### config.mk
export PLATFORM = sky130hd
export DESIGN_NAME = atten_stepper
export DESIGN_NICKNAME = d
export VERILOG_FILES = /design/src/rtl/atten_stepper.sv
export SDC_FILE = /design/constraint.sdc
export NUM_CORES = 1
export LEC_CHECK = 0
export BUFFER_PORTS_ARGS = -buffer_cell sky130_fd_sc_hd__buf_2
export CORE_ASPECT_RATIO = 1.4
export CORE_MARGIN = 3
export CORE_UTILIZATION = 60
export CTS_BUF_LIST = sky130_fd_sc_hd__clkbuf_4 sky130_fd_sc_hd__clkbuf_8
export DETAILED_ROUTE_END_ITERATION = 8
export PLACE_DENSITY_LB_ADDON = 0.08
export SLEW_MARGIN = 20
export SYNTH_ARGS = -nofsm -noshare
export SYNTH_HDL_FRONTEND = slang
export SYNTH_SLANG_ARGS = --single-unit
### constraint.sdc
create_clock -name clk -period 11.56 [get_ports clk]
set_input_delay 1.734 -clock clk [delete_from_list [all_inputs] [get_ports clk]]
set_output_delay 1.734 -clock clk [all_outputs]
set_load 0.01 [all_outputs]
### src/rtl/atten_stepper.sv
module atten_stepper #(
  parameter int HALF_CYC  = 50,
  parameter int SETUP_CYC = 32,
  parameter int GAP_CYC   = 40
) (
  input  logic       clk,
  input  logic       rst_n,
  input  logic       cmd_valid,
  output logic       cmd_ready,
  input  logic       cmd_mute,
  input  logic [5:0] cmd_level,
  input  logic [5:0] cmd_step,
  output logic       ser_load,
  output logic       ser_clk,
  output logic       ser_data,
  output logic [5:0] cur_level,
  output logic       cur_muted
);
  localparam int MAXC = (HALF_CYC > SETUP_CYC) ? ((HALF_CYC > GAP_CYC) ? HALF_CYC : GAP_CYC)
                                               : ((SETUP_CYC > GAP_CYC) ? SETUP_CYC : GAP_CYC);
  localparam int CW = $clog2(MAXC + 1);
  localparam logic [5:0] TOP_LVL = 6'd62;
  localparam logic [7:0] MUTE_CODE = 8'h3F;

  typedef enum logic [1:0] {IDLE, SETUP, SHIFT, GAP} st_t;
  st_t         state;
  logic [CW-1:0] cnt;
  logic [3:0]  bitn;
  logic [15:0] sr;
  logic [5:0]  tgt_q, step_q, pend_q;
  logic        pend_mute;

  logic [5:0] t_in, s_in;
  assign t_in = (cmd_level > TOP_LVL) ? TOP_LVL : cmd_level;
  assign s_in = (cmd_step == 6'd0) ? 6'd1 : cmd_step;
  assign cmd_ready = (state == IDLE);
  assign ser_data  = !ser_load & sr[15];

  function automatic logic [5:0] step_to(input logic [5:0] c, input logic [5:0] t, input logic [5:0] s);
    logic [5:0] d;
    if (t > c) begin
      d = t - c;
      return c + ((d < s) ? d : s);
    end
    d = c - t;
    return c - ((d < s) ? d : s);
  endfunction

  logic       go, go_mute;
  logic [5:0] go_code;
  always_comb begin
    go = 1'b0;
    go_mute = 1'b0;
    go_code = 6'd0;
    if (state == IDLE && cmd_valid) begin
      if (cmd_mute) begin
        go = 1'b1;
        go_mute = 1'b1;
      end else if (cur_muted) begin
        go = 1'b1;
        go_code = t_in;
      end else if (t_in != cur_level) begin
        go = 1'b1;
        go_code = step_to(cur_level, t_in, s_in);
      end
    end else if (state == GAP && cnt == '0 && !cur_muted && cur_level != tgt_q) begin
      go = 1'b1;
      go_code = step_to(cur_level, tgt_q, step_q);
    end
  end

  always_ff @(posedge clk) begin
    if (!rst_n) begin
      state     <= IDLE;
      cnt       <= '0;
      bitn      <= '0;
      sr        <= '0;
      tgt_q     <= '0;
      step_q    <= 6'd1;
      pend_q    <= '0;
      pend_mute <= 1'b0;
      ser_load  <= 1'b1;
      ser_clk   <= 1'b0;
      cur_level <= '0;
      cur_muted <= 1'b1;
    end else begin
      if (state == IDLE && cmd_valid && !cmd_mute) begin
        tgt_q  <= t_in;
        step_q <= s_in;
      end
      if (go) begin
        state     <= SETUP;
        cnt       <= CW'(SETUP_CYC - 1);
        ser_load  <= 1'b0;
        ser_clk   <= 1'b0;
        sr        <= {8'h00, go_mute ? MUTE_CODE : {2'b00, go_code}};
        pend_q    <= go_code;
        pend_mute <= go_mute;
      end else begin
        case (state)
          SETUP:
            if (cnt == '0) begin
              state <= SHIFT;
              cnt   <= CW'(HALF_CYC - 1);
              bitn  <= '0;
            end else cnt <= cnt - 1'b1;
          SHIFT:
            if (cnt != '0) cnt <= cnt - 1'b1;
            else if (!ser_clk) begin
              ser_clk <= 1'b1;
              cnt     <= CW'(HALF_CYC - 1);
            end else if (bitn == 4'd15) begin
              ser_clk  <= 1'b0;
              ser_load <= 1'b1;
              state    <= GAP;
              cnt      <= CW'(GAP_CYC - 1);
              cur_muted <= pend_mute;
              if (!pend_mute) cur_level <= pend_q;
            end else begin
              ser_clk <= 1'b0;
              sr      <= {sr[14:0], 1'b0};
              bitn    <= bitn + 1'b1;
              cnt     <= CW'(HALF_CYC - 1);
            end
          GAP:
            if (cnt == '0) state <= IDLE;
            else cnt <= cnt - 1'b1;
          default: ;
        endcase
      end
    end
  end

  AST_CLK_IN_FRAME: assert property (@(posedge clk) disable iff (!rst_n) ser_clk |-> !ser_load);
  AST_DATA_HELD: assert property (@(posedge clk) disable iff (!rst_n) (ser_clk && $past(ser_clk)) |-> $stable(ser_data));
  AST_LOAD_FALL_CLK_LOW: assert property (@(posedge clk) disable iff (!rst_n) $fell(ser_load) |-> !ser_clk);
  AST_BUSY_IN_FRAME: assert property (@(posedge clk) disable iff (!rst_n) !ser_load |-> !cmd_ready);
  AST_LEVEL_RANGE: assert property (@(posedge clk) disable iff (!rst_n) cur_level <= TOP_LVL);
  AST_STEP_BOUND: assert property (@(posedge clk) disable iff (!rst_n)
    (!cur_muted && $past(!cur_muted) && cur_level != $past(cur_level)) |->
    (((cur_level > $past(cur_level)) ? (cur_level - $past(cur_level)) : ($past(cur_level) - cur_level)) <= step_q));
  AST_MUTE_KEEPS_LEVEL: assert property (@(posedge clk) disable iff (!rst_n) $rose(cur_muted) |-> $stable(cur_level));
endmodule

# Word level (Yosys, flattened, before mapping)
# Cells that the tools add are included.
[totals]
ff_bits = 56
inputBits = 16
output_inout_bits = 11
elab_cells = 150
[op_classes]
n_addsub = 10
order_cmp = 7
eq_ne = 21
muxes = 61
bitwise_logic = 6
reduce_logical = 30
[ops]
columns = ["op", "count"]
rows = [
  ["$mux 6", 19],
  ["$mux 8", 5],
  ["$sub 6x6->6", 6],
  ["$lt 6x6->1", 4],
  ["$reduce_and 6->1", 4],
  ["$mux 1", 22],
  ["$pmux 6 s3", 1],
  ["$mux 4", 4],
  ["$ne 2x2->1 const B", 8],
  ["$mux 5", 3],
  ["$ne 3x3->1 const B", 5],
  ["$add 6x6->6", 2],
  ["$gt 6x6->1", 2],
  ["$logic_not 6->1", 2],
  ["$ne 6x6->1", 2],
  ["$reduce_and 4->1", 3],
  ["$mux 2", 5],
  ["$pmux 4 s2", 1],
  ["$reduce_bool 2->1", 4],
  ["$gt 6x6->1 const B", 1],
  ["$pmux 2 s3", 1],
  ["$reduce_and 2->1", 3],
  ["$reduce_bool 6->1", 1],
  ["$sub 6x1->6 const B", 1],
  ["other kinds (15)", 26],
]

# Longest topological paths before layout
# Gate-level depths: netlist (run 1).
[logic_depth]
word_depth = 15
mapped_depth = 27
depth_no_buf = 26

# Least setup slack after synthesis (run 1)
# No wires, ideal clock.
[synth_timing]
kind = "input -> register"
start = "input port cmd_level[5]"
end = "register pend_q[5]"
setup_ns = 0.128
arrival_time_ns = 6.249
required_ns = 11.432
setup_slack_ns = 5.184
cell_stages = 26
n_path_buf = 0
path_cell_list = "nand4_1 -> o21ai_0 -> ha_1 -> inv_1 -> fa_1 -> nand3_1 -> nand2_1 -> xnor2_1 -> ha_1 -> and4_1 -> o2111ai_1 -> nand3_2 -> mux2_2 -> ha_1 -> nand2_1 -> o21ai_1 -> inv_1 -> ha_1 -> nor2b_1 -> o21ai_0 -> a21boi_1 -> or3_2 -> nand3_1 -> a211oi_2 -> a211oi_2 -> a31oi_1"
[synth_between]
elab_chain_len = 13
word_cells_on_any_way = 27
classes_between = "add/sub: 4; order compare: 4; eq/ne: 1; mux: 18"
[synth_lines]
columns = ["element", "line", "text"]
rows = [
  ["start, declared", "11", "input logic [5:0] cmd_level,"],
  ["$gt 6x6->1", "34", "assign t_in = (cmd_level > TOP_LVL) ? TOP_LVL : cmd_level;"],
  ["$mux 6 *", "34", ""],
  ["parallel branches: the longest is 11 deep, another holds $sub 6x6->6", "--", ""],
  ["end signal, assigned", "97", "pend_q <= go_code;"],
  ["end, declared", "30", "logic [5:0] tgt_q, step_q, pend_q;"],
]
# Mark *: on every way between the ends. The select of a mux whose other input is x is not followed.
# A chain may end at the register's enable or synchronous reset.

# Worst setup path after layout (run 1)
[layout_timing]
start = "input port cmd_level[1]"
end = "register pend_q[5]"
# Same word-level chain as after synthesis.

==> Implementation_results.wiki, run 1 <==
{| class="wikitable"
! Metric !! Value
|-
| Worst slack on hold paths || 0.4563 ns
|-
| Most common cell after layout, fill and taps aside || a21oi_1
|-
| GP Congestion || approximately 0.94
|-
| Routed wirelength normalized by instance count || around 17 um
|-
| Final critical path time including I/O delays and setup || around 7 ns
|-
| Headroom to the max-slew limit || ~30%
|-
| Horiz. Die Dim || 82.75 um
|-
| Total of hold buffers inserted after clock tree synthesis || 0
|-
| Worst clock skew || between 0.006 and 0.007 ns
|-
| Met3 track demand over resource in global routing || 3.476%
|-
| Met1 layer usage reported by global route || a little under a third
|-
| Post-Synthesis Mean Instance Area || 7.816 um^2
|-
| Count of flip-flops with a built-in enable after synthesis || 0
|-
| Number of distinct library cells after synthesis || 77
|-
| Number of global-route vias before repair || approximately 4,500
|-
| Vert. Die Dim || 113.4 um
|-
| Share of synthesized flip-flops with an asynchronous set or reset || 0%
|-
| Flip-flop cell with the highest count after synthesis || dfxtp_1
|-
| Largest net degree at the start of global routing || 34
|-
| Hold Vio Cnt, Final || 0
|-
| Antenna violations before repair || 0
|-
| Data required time of the worst path || 11.73 ns
|-
| Met2 usage || 51.87%
|-
| Share of synthesized area occupied by flip-flops and latches || between 20% and 30%
|-
| Total negative slack for setup checks || 0 ns
|-
| Maximum resistive drop on vdd || about 0.10 mV
|-
| TritonCTS sink count || 56
|-
| CP Data Arrival Time || around 7.0 ns
|-
| Share of cells above drive strength 1 || a little under a tenth
|-
| Cells after synthesis || 633
|-
| Highest clock rate || 147.1 MHz
|-
| Port Buffer Count || 26
|-
| Final Max Slew Viols || 0
|-
| Post-CTS setup-driven buffer insertion count || 0
|-
| Transition time at the pin with the least slew margin || ~1.0 ns
|-
| Reg clk slew, reported paths || between 0.1 and 0.15 ns
|-
| Worst Setup Slack, final || between 4 and 5 ns
|-
| Total track usage || 28.09%
|-
| Number of top-level design ports || 27
|-
| Outcome || finished, final reports clean
|-
| Synth-to-Final Area Change || 4.401%
|-
| Clock insertion delay at the later pin of the skew report || between 0.3 and 0.4 ns
|-
| Clk Tree Root Cell || clkbuf_8
|-
| Setup slack at placement || between 4 and 5 ns
|-
| Nature of the critical path endpoint || flip-flop
|-
| DRC violation count after routing || 0
|-
| Net count reported at finish || between 700 and 800
|-
| Total via count after detailed routing || between 4,000 and 5,000
|-
| Final global-route overflow total || 0
|-
| N_diodes || 0
|-
| Number of max-cap violations || 0
|-
| Overall power after layout || 0.0007183 W
|-
| Post-Syn Nets || between 700 and 800
|-
| #FFs+latches synth || 56
|-
| Initial Utilization || 62.68%
|-
| Initial drt markers || ~230
|-
| Number of H-tree levels || 2
|-
| Wire length of the first global-routing pass || about 21,000 um
|-
| Path type of the worst setup path || in -> reg
|-
| Core outline area || roughly 0.0079 mm^2
|-
| Area of the die || about 0.0094 mm^2
|-
| Setup violations, final || 0
|-
| Vias per cell || between 6 and 7
|-
| Leak || ~2.1 nW
|-
| Power per unit of standard cell area || about 140 mW/mm^2
|-
| Area of the mapped netlist || between 0.004 and 0.005 mm^2
|-
| Most Crowded Layer GR || met2
|-
| Type of the most critical hold path || reg -> reg
|-
| Total wirelength of the detailed-routed design || approximately 13,000 um
|-
| Crit Path Max Fanout || 9
|-
| Antenna viol nets, final || 0
|-
| Post-cts gate resize count || 0
|-
| Number of optimization iterations in the first detailed-route pass || 5
|-
| Detailed placer's ending HPWL || 10,230 um
|-
| Final clock period utilization by the worst path || between 50% and 60%
|-
| Maximum buffer depth of the clock tree || 2
|-
| CTS tree || done
|-
| Final core area utilization || ~65%
|-
| Highest-count cells in the layout ignoring fill and taps || a21oi_1, nand2_1, ha_1
|-
| TritonCTS buffer count || 5
|-
| Rows || 38
|-
| CP startpoint kind || input pin
|-
| Unrepaired setup endpoints after global routing || false
|-
| YS warnings || 0
|}
area by class of cell:
type / count / area (um^2)
clock buffer: 5 / 68.82
fill: 733 / 2728
inverter: 49 / 183.9
timing repair buffer: 26 / 130.1
multi-input combinational: 502 / 3508
clock inverter: 3 / 27.53
tap: 100 / 125.1
sequential: 56 / 1121
cells in the mapped netlist, types with 4 or more instances:
master / instances / area (um^2)
nand4_1: 5 / 31.28
mux2i_1: 24 / 240.2
or3_1: 5 / 31.28
a21oi_1: 75 / 375.4
a31oi_1: 8 / 50.05
ha_1: 62 / 775.7
nor2_1: 60 / 225.2
a211oi_1: 8 / 60.06
xor2_1: 14 / 122.6
a21boi_0: 4 / 30.03
o21a_1: 7 / 52.55
dfxtp_1: 56 / 1121
fa_1: 6 / 120.1
xnor2_1: 10 / 87.58
nor3_1: 9 / 45.04
clkbuf_1: 21 / 78.83
nand2_1: 67 / 251.5
nand2b_1: 5 / 31.28
a21o_1: 8 / 60.06
o21ai_0: 18 / 90.09
o211ai_1: 4 / 30.03
nor2b_1: 7 / 43.79
nand3_1: 12 / 60.06
inv_1: 47 / 176.4
o21ai_1: 12 / 60.06
final timing paths:
path / start / end / slack, ns / cells after the start
setup / recovery: cmd_level[1] / pend_q[5]$_SDFFE_PN0N_ / 4.76 / 27
setup reg to reg: cur_level[1]$_SDFFE_PN0P_ / pend_q[5]$_SDFFE_PN0N_ / 5.55 / 23
hold reg to reg: pend_mute$_SDFFE_PN0N_ / pend_mute$_SDFFE_PN0N_ / 0.46 / 2
hold / removal: pend_mute$_SDFFE_PN0N_ / pend_mute$_SDFFE_PN0N_ / 0.46 / 2
routing by layer:
| metal | part of all wire [%] | vias to the layer above |
|---|---|---|
| li1 | - | 2246 |
| met1 | 41 | 2099 |
| met2 | 51 | 119 |
| met3 | 3.8 | 34 |
| met4 | 3.8 | 0 |
| met5 | 0 | - |
critical path, stage by stage:
cell       delay [ns]
buf_2            0.15
inv_1            0.10
o21ai_0          0.30
ha_1             0.23
inv_1            0.05
fa_1             0.40
nand3_1          0.11
nand2_1          0.07
xnor2_1          0.32
ha_1             0.32
and4_1           0.17
o2111ai_1        0.09
nand3_2          0.24
mux2_2           0.33
ha_1             0.27
nand2_1          0.04
o21ai_1          0.15
inv_1            0.07
ha_1             0.26
nor2b_1          0.13
o21ai_0          0.23
a21boi_1         0.16
or3_2            0.46
nand3_1          0.14
a211oi_2         0.06
a211oi_2         0.26
a31oi_1          0.11
state kept, by name, indices dropped and copies added (netlist names):
name / flops
tgt_q: 6
bitn: 4
cur_level: 6
step_q: 6
cur_muted: 1
ser_clk: 1
state: 2
sr: 16
ser_load: 1
cnt: 6
pend_mute: 1
pend_q: 6
where the power goes:
group          switching [W]  total (W)  internal, W
combinational       0.000222   0.000374     0.000152
clock              0.0000717   0.000116    0.0000447
sequential         0.0000161   0.000228     0.000212
total               0.000310   0.000718     0.000408
per-stage QoR:
stage                     instances  cell area (um^2)
after floorplan                 633              4947
after global placement          733              5069
after detailed placement        733              5069
after CTS                       741              5165
final                           741              5165
after global routing            741              5165
cells by family after synthesis:
logic type / count (synthesis) / synth area share, %
xor+xnor: 24 / 4.249
compound gates: 179 / 22.86
mux: 27 / 5.539
fa+ha+maj: 68 / 18.11
buf+inv: 75 / 6.424
flops: 56 / 22.66
simple gates: 204 / 20.16
Power figures use the tool's default switching activity.
==> run 2: changes to the inputs <==
Settings changed: CORE_UTILIZATION 60 to 58.
Clock period 11.56 ns to 5.5 ns, I/O delays scaled along.
==> Implementation_results.wiki, run 2 (synthesis gave the netlist of run 1 again) <==
{| class="wikitable"
! Metric !! Value
|-
| Total of hold buffers inserted after clock tree synthesis || 0
|-
| Nature of the critical path endpoint || flip-flop
|-
| Worst clock skew || around 0.014 ns
|-
| Rows || 39
|-
| Number of H-tree levels || 2
|-
| Final global-route overflow total || 0
|-
| Outcome || finished, final reports clean
|-
| Most Crowded Layer GR || met2
|-
| Maximum buffer depth of the clock tree || 2
|-
| Setup violations, final || 0
|-
| DRC violation count after routing || 0
|-
| Horiz. Die Dim || ~84 um
|-
| Net count reported at finish || 762
|-
| CTS tree || done
|-
| Antenna viol nets, final || 0
|-
| Initial drt markers || around 270
|-
| Vert. Die Dim || 115.3 um
|-
| Highest-count cells in the layout ignoring fill and taps || a21oi_1, nand2_1, ha_1
|-
| Total negative slack for setup checks || 0 ns
|-
| Leak || 2.329 nW
|-
| N_diodes || 0
|-
| Initial Utilization || between 50 and 60%
|-
| Unrepaired setup endpoints after global routing || false
|-
| Setup slack at placement || -0.2062 ns
|-
| Routed wirelength normalized by instance count || 16.48 um
|-
| Final clock period utilization by the worst path || between 90% and 100%
|-
| Wire length of the first global-routing pass || about 21,000 um
|-
| Port Buffer Count || 26
|-
| GP Congestion || 0.9766
|-
| Area of the die || slightly below 0.01 mm^2
|-
| Post-cts gate resize count || 0
|-
| Worst Setup Slack, final || 0.2256 ns
|-
| Most common cell after layout, fill and taps aside || a21oi_1
|-
| Synth-to-Final Area Change || 10.62%
|-
| Transition time at the pin with the least slew margin || about 1.1 ns
|-
| TritonCTS sink count || 56
|-
| CP max-delay cell || a2111oi_2
|-
| Type of the most critical hold path || reg -> reg
|-
| Crit Path Max Fanout || 6
|-
| Final Max Slew Viols || 0
|-
| Clk Tree Root Cell || clkbuf_8
|-
| Reg clk slew, reported paths || approximately 0.11 ns
|-
| Detailed placer's ending HPWL || roughly 10,000 um
|-
| Vias per cell || ~6
|-
| CP peak stage delay || 0.38 ns
|-
| Headroom to the max-slew limit || between 20% and 30%
|-
| Met3 track demand over resource in global routing || 2.509%
|-
| Share of cells above drive strength 1 || 15.17%
|-
| Number of max-cap violations || 0
|-
| Power per unit of standard cell area || ~290 mW/mm^2
|-
| Number of global-route vias before repair || roughly 4,500
|-
| Met2 usage || 50.68%
|-
| Number of top-level design ports || 27
|-
| CP startpoint kind || input pin
|-
| Highest clock rate || 189.6 MHz
|-
| Largest net degree at the start of global routing || 34
|-
| Total wirelength of the detailed-routed design || between 10,000 and 15,000 um
|-
| Data required time of the worst path || between 5 and 6 ns
|-
| Final critical path time including I/O delays and setup || ~5.3 ns
|-
| Total track usage || between 20% and 30%
|-
| DP Area || around 0.0054 mm^2
|-
| CP Data Arrival Time || roughly 5.4 ns
|-
| Flip-flop count of the largest register after layout || 16
|-
| Hold Vio Cnt, Final || 0
|-
| Antenna violations before repair || 0
|-
| Maximum resistive drop on vdd || between 0.2 and 0.25 mV
|-
| Met1 layer usage reported by global route || 30.37%
|-
| Area of all placed cells without fillers || about 0.0055 mm^2
|-
| Post-CTS setup-driven buffer insertion count || 0
|-
| Path type of the worst setup path || in -> reg
|-
| Number of optimization iterations in the first detailed-route pass || 5
|-
| Largest register by flop count || sr
|-
| Clock insertion delay at the later pin of the skew report || 0.33 ns
|-
| Total via count after detailed routing || 4,698
|-
| TritonCTS buffer count || 5
|-
| Core outline area || 0.008247 mm^2
|}
## run 2: changes by cell type in the layout (fill, tap and decap cells not counted)
cell | before | now
o21ai_0 | 18 | 15
a211oi_1 | 8 | 7
inv_6 | 0 | 1
clkinv_4 | 1 | 0
a211oi_2 | 2 | 3
buf_4 | 0 | 38
clkinv_2 | 0 | 1
clkinvlp_4 | 1 | 0
a21oi_1 | 75 | 74
a21oi_2 | 2 | 3
o21ai_1 | 12 | 13
a2111oi_0 | 2 | 1
a2111oi_2 | 0 | 1
o21ai_2 | 0 | 2
## run 2: path summary, 6_finish.rpt
path                          start                         to  slack (ns)  depth (start not counted)
max reg2reg   tgt_q[0]$_SDFFE_PN0P_     pend_q[5]$_SDFFE_PN0N_        0.35                         26
max                    cmd_level[5]     pend_q[5]$_SDFFE_PN0N_        0.23                         25
min          pend_q[1]$_SDFFE_PN0N_  cur_level[1]$_SDFFE_PN0P_        0.45                          2
min reg2reg  pend_q[1]$_SDFFE_PN0N_  cur_level[1]$_SDFFE_PN0P_        0.45                          2
## run 2: layer usage
layer  wire, um  vias to the layer above
met3        420                       42
met5          0                        -
met2       6567                      122
met1       5265                     2213
met4        613                        0
li1           -                     2321
## run 2: power by group
group	total (W)	leakage, nW	internal, W	switching, W
registers	0.000479	0.456	0.000445	0.0000337
clock network	0.000243	0.0504	0.0000942	0.000149
logic	0.000844	1.82	0.000361	0.000483
## run 2: critical path: cells and delay by family
family | cells | cell delay, ns
buf+inv | 5 | 0.59
compound gates | 11 | 2.20
simple gates | 5 | 0.76
mux | 1 | 0.21
fa+ha+maj | 3 | 0.83
## run 2: area by class of cell
type | instances | area, um^2
Timing Repair Buffer | 64 | 415.4
Inverter | 49 | 183.9
Clock buffer | 5 | 68.82
Tap cell | 102 | 127.6
Fill cell | 724 | 2774
Sequential cell | 56 | 1121
Clock inverter | 3 | 25.02
Multi-Input combinational cell | 502 | 3531
## run 2: per-stage QoR
| step | instances | total power, W | hold WS, ns | util, % |
|---|---|---|---|---|
| floorplan | 633 | 0.001103 | 0.4311 | - |
| finish | 781 | 0.001566 | 0.4499 | 66.36 |
| global route | 781 | 0.001682 | 0.4825 | 66.36 |
| CTS | 781 | 0.001558 | 0.4548 | 66.09 |
| global placement | 773 | 0.001288 | 0.4382 | 64.95 |
| detailed placement | 773 | 0.001312 | 0.4449 | 64.95 |
